`src/rtl/i2c_ctl_pkg.sv`:
```
package i2c_ctl_pkg;
  localparam int REG_W      = 32;
  localparam int NUM_SRC    = 4;
  localparam int BIT_EN     = 0;
  localparam int BIT_SCL    = 6;
  localparam int BIT_SDA    = 7;
  localparam int BIT_SW     = 10;
  localparam int BIT_CLR_LO = 22;
  localparam int BIT_IEN_LO = 28;
  localparam int ST_SCL     = NUM_SRC;
  localparam int ST_SDA     = NUM_SRC + 1;

  // strobes from control to datapath
  typedef struct packed {
    logic               load;
    logic               kill;
    logic [NUM_SRC-1:0] clr;
    logic [NUM_SRC-1:0] set;
  } ctlStrobe_t;
endpackage

```
`src/rtl/i2c_ctl_ctrl.sv`:
```
module i2c_ctl_ctrl
  import i2c_ctl_pkg::*;
(
  input  logic               clk,
  input  logic               rstN,
  input  logic               wrEn,
  input  logic [REG_W-1:0]   wrData,
  input  logic [NUM_SRC-1:0] evt,
  input  logic               enQ,
  output ctlStrobe_t         strb,
  output logic               engAbort
);
  logic unusedCtl;
  assign unusedCtl = ^wrData;

  always_comb begin
    strb      = '0;
    strb.load = wrEn;
    strb.kill = wrEn & ~wrData[BIT_EN];
    strb.clr  = wrEn ? wrData[BIT_CLR_LO +: NUM_SRC] : '0;
    strb.set  = enQ ? evt : '0;
  end

  // abort only when a running interface is switched off
  always_ff @(posedge clk or negedge rstN) begin
    if (!rstN) engAbort <= 1'b0;
    else       engAbort <= enQ & strb.kill;
  end
endmodule

```
`src/rtl/i2c_ctl_dp.sv`:
```
module i2c_ctl_dp
  import i2c_ctl_pkg::*;
#(
  parameter int SYNC_STAGES = 2
)(
  input  logic               clk,
  input  logic               rstN,
  input  ctlStrobe_t         strb,
  input  logic [REG_W-1:0]   wrData,
  input  logic               rdSel,
  input  logic               engSclLow,
  input  logic               engSdaLow,
  input  logic               sclIn,
  input  logic               sdaIn,
  output logic               enQ,
  output logic [NUM_SRC-1:0] flagQ,
  output logic [NUM_SRC-1:0] ienQ,
  output logic [REG_W-1:0]   rdData,
  output logic               sclPullLow,
  output logic               sdaPullLow,
  output logic               engEnable,
  output logic               irq
);
  localparam int SYNC_TOP = SYNC_STAGES - 1;

  logic swQ, sclDrvQ, sdaDrvQ;
  logic [SYNC_STAGES-1:0] sclSync, sdaSync;
  logic unusedDp;
  assign unusedDp = ^wrData;

  // control fields
  always_ff @(posedge clk or negedge rstN) begin
    if (!rstN) begin
      enQ     <= 1'b0;
      swQ     <= 1'b0;
      sclDrvQ <= 1'b0;
      sdaDrvQ <= 1'b0;
      ienQ    <= '0;
    end else if (strb.load) begin
      enQ     <= wrData[BIT_EN];
      swQ     <= wrData[BIT_SW];
      sclDrvQ <= wrData[BIT_SCL];
      sdaDrvQ <= wrData[BIT_SDA];
      ienQ    <= wrData[BIT_IEN_LO +: NUM_SRC];
    end
  end

  // sticky flags, event wins over clear
  for (genvar i = 0; i < NUM_SRC; i++) begin : g_flag
    always_ff @(posedge clk or negedge rstN) begin
      if (!rstN)                  flagQ[i] <= 1'b0;
      else if (!enQ || strb.kill) flagQ[i] <= 1'b0;
      else                        flagQ[i] <= (flagQ[i] & ~strb.clr[i]) | strb.set[i];
    end
  end

  // pad level synchronizers, idle bus is high
  if (SYNC_STAGES < 2) begin : g_bad
    initial $error("SYNC_STAGES must be at least 2");
  end
  always_ff @(posedge clk or negedge rstN) begin
    if (!rstN) begin
      sclSync <= '1;
      sdaSync <= '1;
    end else begin
      sclSync <= {sclSync[SYNC_TOP-1:0], sclIn};
      sdaSync <= {sdaSync[SYNC_TOP-1:0], sdaIn};
    end
  end

  // pad multiplexer
  always_comb begin
    engEnable = enQ & ~swQ;
    if (!enQ) begin
      sclPullLow = 1'b0;
      sdaPullLow = 1'b0;
    end else if (swQ) begin
      sclPullLow = sclDrvQ;
      sdaPullLow = sdaDrvQ;
    end else begin
      sclPullLow = engSclLow;
      sdaPullLow = engSdaLow;
    end
  end

  assign irq = |(flagQ & ienQ);

  // read mux
  always_comb begin
    rdData = '0;
    if (rdSel) begin
      rdData[NUM_SRC-1:0] = flagQ;
      rdData[ST_SCL]      = sclSync[SYNC_TOP];
      rdData[ST_SDA]      = sdaSync[SYNC_TOP];
    end else begin
      rdData[BIT_IEN_LO +: NUM_SRC] = ienQ;
      rdData[BIT_SW]  = swQ;
      rdData[BIT_SDA] = sdaDrvQ;
      rdData[BIT_SCL] = sclDrvQ;
      rdData[BIT_EN]  = enQ;
    end
  end
endmodule

```
`src/rtl/i2c_ctl_unit.sv`:
```
module i2c_ctl_unit
  import i2c_ctl_pkg::*;
#(
  parameter int SYNC_STAGES = 2
)(
  input  logic             clk,
  input  logic             rstN,
  input  logic             wrEn,
  input  logic [REG_W-1:0] wrData,
  input  logic             rdSel,
  output logic [REG_W-1:0] rdData,
  input  logic             evtDone,
  input  logic             evtDataReq,
  input  logic             evtAddrNack,
  input  logic             evtDataNack,
  input  logic             engSclLow,
  input  logic             engSdaLow,
  input  logic             sclIn,
  input  logic             sdaIn,
  output logic             sclPullLow,
  output logic             sdaPullLow,
  output logic             engEnable,
  output logic             engAbort,
  output logic             irq
);
  ctlStrobe_t         strb;
  logic               enQ;
  logic [NUM_SRC-1:0] flagQ, ienQ;

  i2c_ctl_ctrl u_ctrl (
    .clk(clk), .rstN(rstN), .wrEn(wrEn), .wrData(wrData),
    .evt({evtDone, evtDataReq, evtAddrNack, evtDataNack}),
    .enQ(enQ), .strb(strb), .engAbort(engAbort)
  );

  i2c_ctl_dp #(.SYNC_STAGES(SYNC_STAGES)) u_dp (
    .clk(clk), .rstN(rstN), .strb(strb), .wrData(wrData), .rdSel(rdSel),
    .engSclLow(engSclLow), .engSdaLow(engSdaLow), .sclIn(sclIn), .sdaIn(sdaIn),
    .enQ(enQ), .flagQ(flagQ), .ienQ(ienQ), .rdData(rdData),
    .sclPullLow(sclPullLow), .sdaPullLow(sdaPullLow),
    .engEnable(engEnable), .irq(irq)
  );

  logic unusedTop;
  assign unusedTop = ^ienQ;
endmodule

```
`config.mk`:
```
export PLATFORM = sky130hd
export DESIGN_NAME = i2c_ctl_unit
export DESIGN_NICKNAME = d
export VERILOG_FILES = /design/src/rtl/i2c_ctl_pkg.sv /design/src/rtl/i2c_ctl_ctrl.sv /design/src/rtl/i2c_ctl_dp.sv /design/src/rtl/i2c_ctl_unit.sv
export SDC_FILE = /design/constraint.sdc
export NUM_CORES = 1
export LEC_CHECK = 0
export ABC_AREA = 1
export BUFFER_PORTS_ARGS = -buffer_cell sky130_fd_sc_hd__buf_2
export CAP_MARGIN = 40
export CORE_AREA = 2 2 68 57
export DETAILED_ROUTE_END_ITERATION = 8
export DIE_AREA = 0 0 70 59
export MAX_ROUTING_LAYER = met4
export PLACE_DENSITY = 0.65
export SETUP_SLACK_MARGIN = 0.1
export SKIP_CTS_REPAIR_TIMING = 1
export SYNTH_ARGS = -nofsm -noshare
export SYNTH_HDL_FRONTEND = slang
export SYNTH_SLANG_ARGS = --single-unit
```
`constraint.sdc`:
```
create_clock -name clk -period 1.2 [get_ports clk]
set_clock_uncertainty 0.15 [all_clocks]
set_input_delay 0.12 -clock clk [delete_from_list [all_inputs] [get_ports clk]]
set_output_delay 0.12 -clock clk [all_outputs]
set_load 0.01 [all_outputs]
```
==> Word level (Yosys, flattened, before mapping) <==
Cells that the tools add are included.
{ "totals": {"register_bits": 17, "latchBits": 0, "ram_bits": 0, "rom_bits": 0, "in_bits": 44, "n_memories": 0} }
{ "op_classes": {"add_sub_neg": 0, "n_mul": 0, "n_div": 0, "order_cmp": 0, "n_eq_ne": 0, "shift": 0, "mux": 15, "n_bitwise": 18, "reduce_logical": 3} }
{ "op_table": {"columns": ["cell", "n"], "rows": [
  ["4-bit two-way mux", 3],
  ["1-bit two-way mux", 10],
  ["1-bit AND", 7],
  ["1-bit inverter", 6],
  ["5-bit two-way mux", 1],
  ["4-bit AND", 1],
  ["1-bit bitwise OR", 4],
  ["4-bit OR reduction", 1],
  ["2-bit two-way mux", 1],
  ["1-bit logical NOT", 1],
  ["1-bit logical OR", 1]
]} }

==> Depth between registers and ports, before layout <==
{ "depth": {"depth_word": 5, "mapped_depth": 4, "mapped_depth_nobuf": 4} }

==> Cells and area by module <==
Synthesis repeated with hierarchy kept, for this count alone.
{ "unflattened": {"hier_cells": 138, "area_unflattened_um2": 994.7} }
{ "by_module_without_submodules": {"columns": ["module", "n_inst", "cells_per_inst", "area_per_inst_um2", "seq_area_each_um2"], "rows": [
  ["i2c_ctl_dp", 1, 115, 878.3, 405.4],
  ["i2c_ctl_ctrl", 1, 23, 116.4, 25.0]
]} }

==> Worst setup path before layout <==
No wires, ideal clock.
{ "synth_path": {"kind": "register to output", "start": "register u_dp.enQ", "end": "output rdData[0]", "arrival_ns": 0.743, "required_time_ns": 0.930, "path_slack_ns": 0.187, "path_stages_with_launch": 3, "path_buffers": 0, "path_cell_list": "dfrtp_1 -> inv_1 -> o21ai_0"} }
{ "synth_via": {"elab_chain_cells": 1} }
{ "synth_rtl": {"columns": ["element", "line", "text"], "rows": [
  ["start, declared", "i2c_ctl_dp.sv:15", "output logic enQ,"],
  ["start signal, assigned", "i2c_ctl_dp.sv:40", "enQ <= wrData[BIT_EN];"],
  ["1-bit two-way mux", "i2c_ctl_dp.sv:91", "if (rdSel) begin"],
  ["end, declared", "i2c_ctl_unit.sv:11", "output logic [REG_W-1:0] rdData,"]
]} }
No other way between the ends.

==> Final worst setup path <==
{ "layout_path": {"start": "register u_dp.swQ", "end": "output sdaPullLow"} }
{ "layout_via": {"elab_chain_cells": 2} }
{ "layout_rtl": {"columns": ["element", "line", "text"], "rows": [
  ["start, declared", "i2c_ctl_dp.sv:26", "logic swQ, sclDrvQ, sdaDrvQ;"],
  ["start signal, assigned", "i2c_ctl_dp.sv:41", "swQ <= wrData[BIT_SW];"],
  ["1-bit two-way mux", "i2c_ctl_dp.sv:77", "end else if (swQ) begin"],
  ["1-bit two-way mux", "i2c_ctl_dp.sv:74", "if (!enQ) begin"],
  ["end, declared", "i2c_ctl_unit.sv:21", "output logic sdaPullLow,"]
]} }
No other way between the ends.

==> run summary <==
Status: finished with violations
Failing checks: negative hold slack, negative setup slack
Yosys top cell by area: dfrtp_1
Vias in the first global route: 614
Data required time of the worst path: 0.93 ns
Final setup viols: 8
Hold Vio Cnt, Final: 1
PD cells: 1048 mW/mm2
Hold slack: -0.001974 ns
Crit path max fanout: 4
Lkg Pwr: 0.7919 nW
Fraction of layout cells with a size suffix above 1: 37.57%
Max clock buf depth: 2
RSZ-0062 raised after global routing: true
M2 GR Usage: 14.01%
Final worst setup slack: -0.08124 ns
GR peak layer: met2
PortBufs: 41
WP depth: 4
Slowest CP cell: dfrtp_1
Total GRT Usage: 9.399%
Area grow syn2layout: 49.26%
DP HPWL: 1480 um
Most frequent CP cell: nor2_1
Antenna violations before repair: 0
Hold path depth: 4
Hold_sp: wrData[0]
Worst setup EP type: output port
Util after Layout: 41.22%
Top-area cell type share of the netlist area: 34.90%
Largest net degree at the start of global routing: 21
Worst R2R Setup Slack: 0.23 ns
First-pass GRT wire length: 2891 um
Setup Crit Path Kind: reg -> out
CTS buffer count: 3
Synth area leaders: dfrtp_1 35%, buf_4 16%, dfstp_2 11%, nand2_1 11%, inv_1 7.2%
Worst-Skew Late Latency: 0.25 ns
Buf/Inv on CP: 2
Cell Chain, Critical Path: inv_2, nor2_1, nor2_1, buf_2
Worst IR drop on VDD: 0.4086 mV
Via count: 841
Worst setup SP type: flip-flop
Max Cap Viol: 0
Hold EP: u_ctrl.engAbort
Final period util: 106.8%
Routability-driven placement congestion ratio: 0.7112
Post-DRT Antenna Nets: 0
Die area: 0.004130 mm2
Hold Crit Class: in -> reg
GR Overflow Total: 0
Vias per cell: 3.771
CTS clk-pin slew, worst paths: 0.07 ns
DIE HEIGHT: 59 um
M1 GR Usage: 11.90%
Mapped cell area: 932.1 um2
Initial Utilization: 27.61%
R2R cell count: 3
Post-synthesis sequential area ratio: 46.17%
Critical Path Max Stage Delay: 0.41 ns
Setup TNS: -0.3929 ns
Die Width: 70 um
Routed len/inst: 9.771 um
R2r startpoint: u_dp.swQ
Root buffer cell: clkbuf_8
DRC violations left: 0
Slew Viols, Final: 0
Ant. Diodes: 0
FF-to-FF End: u_dp.swQ
WP data arrival: 1.01 ns
Layout Nets: 226
Row count: 19
Final Critical Period: 1.281 ns
H-Tree Depth: 1
Mapped Avg Cell Area: 8.106 um2
Cell family with most CP delay: flip-flops
Post-synthesis instance total: 115
Synth Warn #: 0
Clock sinks: 17
Total wire length: 2179 um
TritonCTS clock tree: built
Max Clk Rate: 780.5 MHz
Core region area: 0.003376 mm2
Initial DRC Count: 12
Met3 Resource Use GR: 4.422%
Yosys cell types: 13
First-pass DRT Iterations: 4
Register bit total from synthesis: 17
Num ports: 81
[where the power goes]
group	internal [mW]	total (mW)	switching, mW	leakage [nW]
clock	0.235	0.427	0.191	0.0228
combinational	0.175	0.369	0.194	0.567
sequential	0.627	0.663	0.0356	0.202
[per-layer routing]
layer  vias to the layer above  part of all wire [%]
li1                        434                     -
met1                       367                    45
met2                        38                    47
met3                         2                   8.0
met4                         0                  0.37
met5                         -                     0
[worst register-to-register path, stage by stage (launching register included)]
cell and delay, ns:
dfrtp_1 0.40, inv_2 0.07, buf_4 0.13, o21ai_0 0.14
[worst max path at each step]
| stage | from | end |
|---|---|---|
| 6_report | u_dp.swQ | sdaPullLow |
| 5_1_grt | u_dp.swQ | sclPullLow |
| 4_1_cts | u_dp.enQ | rdData[0] |
| 3_5_place_dp | u_dp.enQ | rdData[0] |
| 3_3_place_gp | u_dp.enQ | rdData[0] |
| 2_1_floorplan | u_dp.enQ | rdData[0] |
[logic make-up after synthesis]
logic type | count (synthesis) | share of synthesized area, %
AOI/OAI and AO/OA | 14 | 9.127
DFF | 17 | 46.17
other | 1 | 0.4023
buffers and inverters | 40 | 25.10
and+or+nand+nor | 43 | 19.20
[flip-flops by register name, summed over array words and instances, names as in the netlist]
register,count
u_dp.sdaSync,2
u_dp.sdaDrvQ,1
u_dp.flagQ,4
u_dp.ienQ,4
u_ctrl.engAbort,1
u_dp.sclDrvQ,1
u_dp.enQ,1
u_dp.sclSync,2
u_dp.swQ,1
[synth_stat cells]
cell,n
nand2_1,27
buf_4,20
inv_1,18
dfrtp_1,13
nor2_1,13
o21ai_0,10
a21oi_2,4
dfstp_2,4
nand2_4,2
buf_2,1
buf_6,1
conb_1,1
nand4_1,1
[area by class of cell]
type	instances	area [um2]
clock buffer	4	45.04
fill	337	1984
inverter	18	67.56
multi-input combinational	76	341.6
sequential	17	431.7
tap	42	52.55
timing repair buffer	66	452.9
[per-stage QoR]
| step | worst slack [ns] | cell area [um2] | total power [mW] | std cells |
|---|---|---|---|---|
| after floorplan | 0.1875 | 999.7 | 0.8769 | 133 |
| after global placement | 0.1539 | 1091 | 0.9474 | 194 |
| after detailed placement | 0.1302 | 1091 | 0.9515 | 194 |
| after CTS | -0.1511 | 1136 | 1.395 | 198 |
| after global routing | -0.1614 | 1391 | 1.556 | 223 |
| final | -0.08124 | 1391 | 1.459 | 223 |
[placed cells by master, fill, tap and decap left out, drive strengths merged]
cell type / n
nand2: 29
dfstp: 4
buf: 47
nand4: 1
conb: 19
a21oi: 4
nor2: 13
inv: 18
o21ai: 10
clkbuf: 4
dfrtp: 13
dlygate4sd3: 19
No activity file was read; power rests on OpenSTA's default activity.
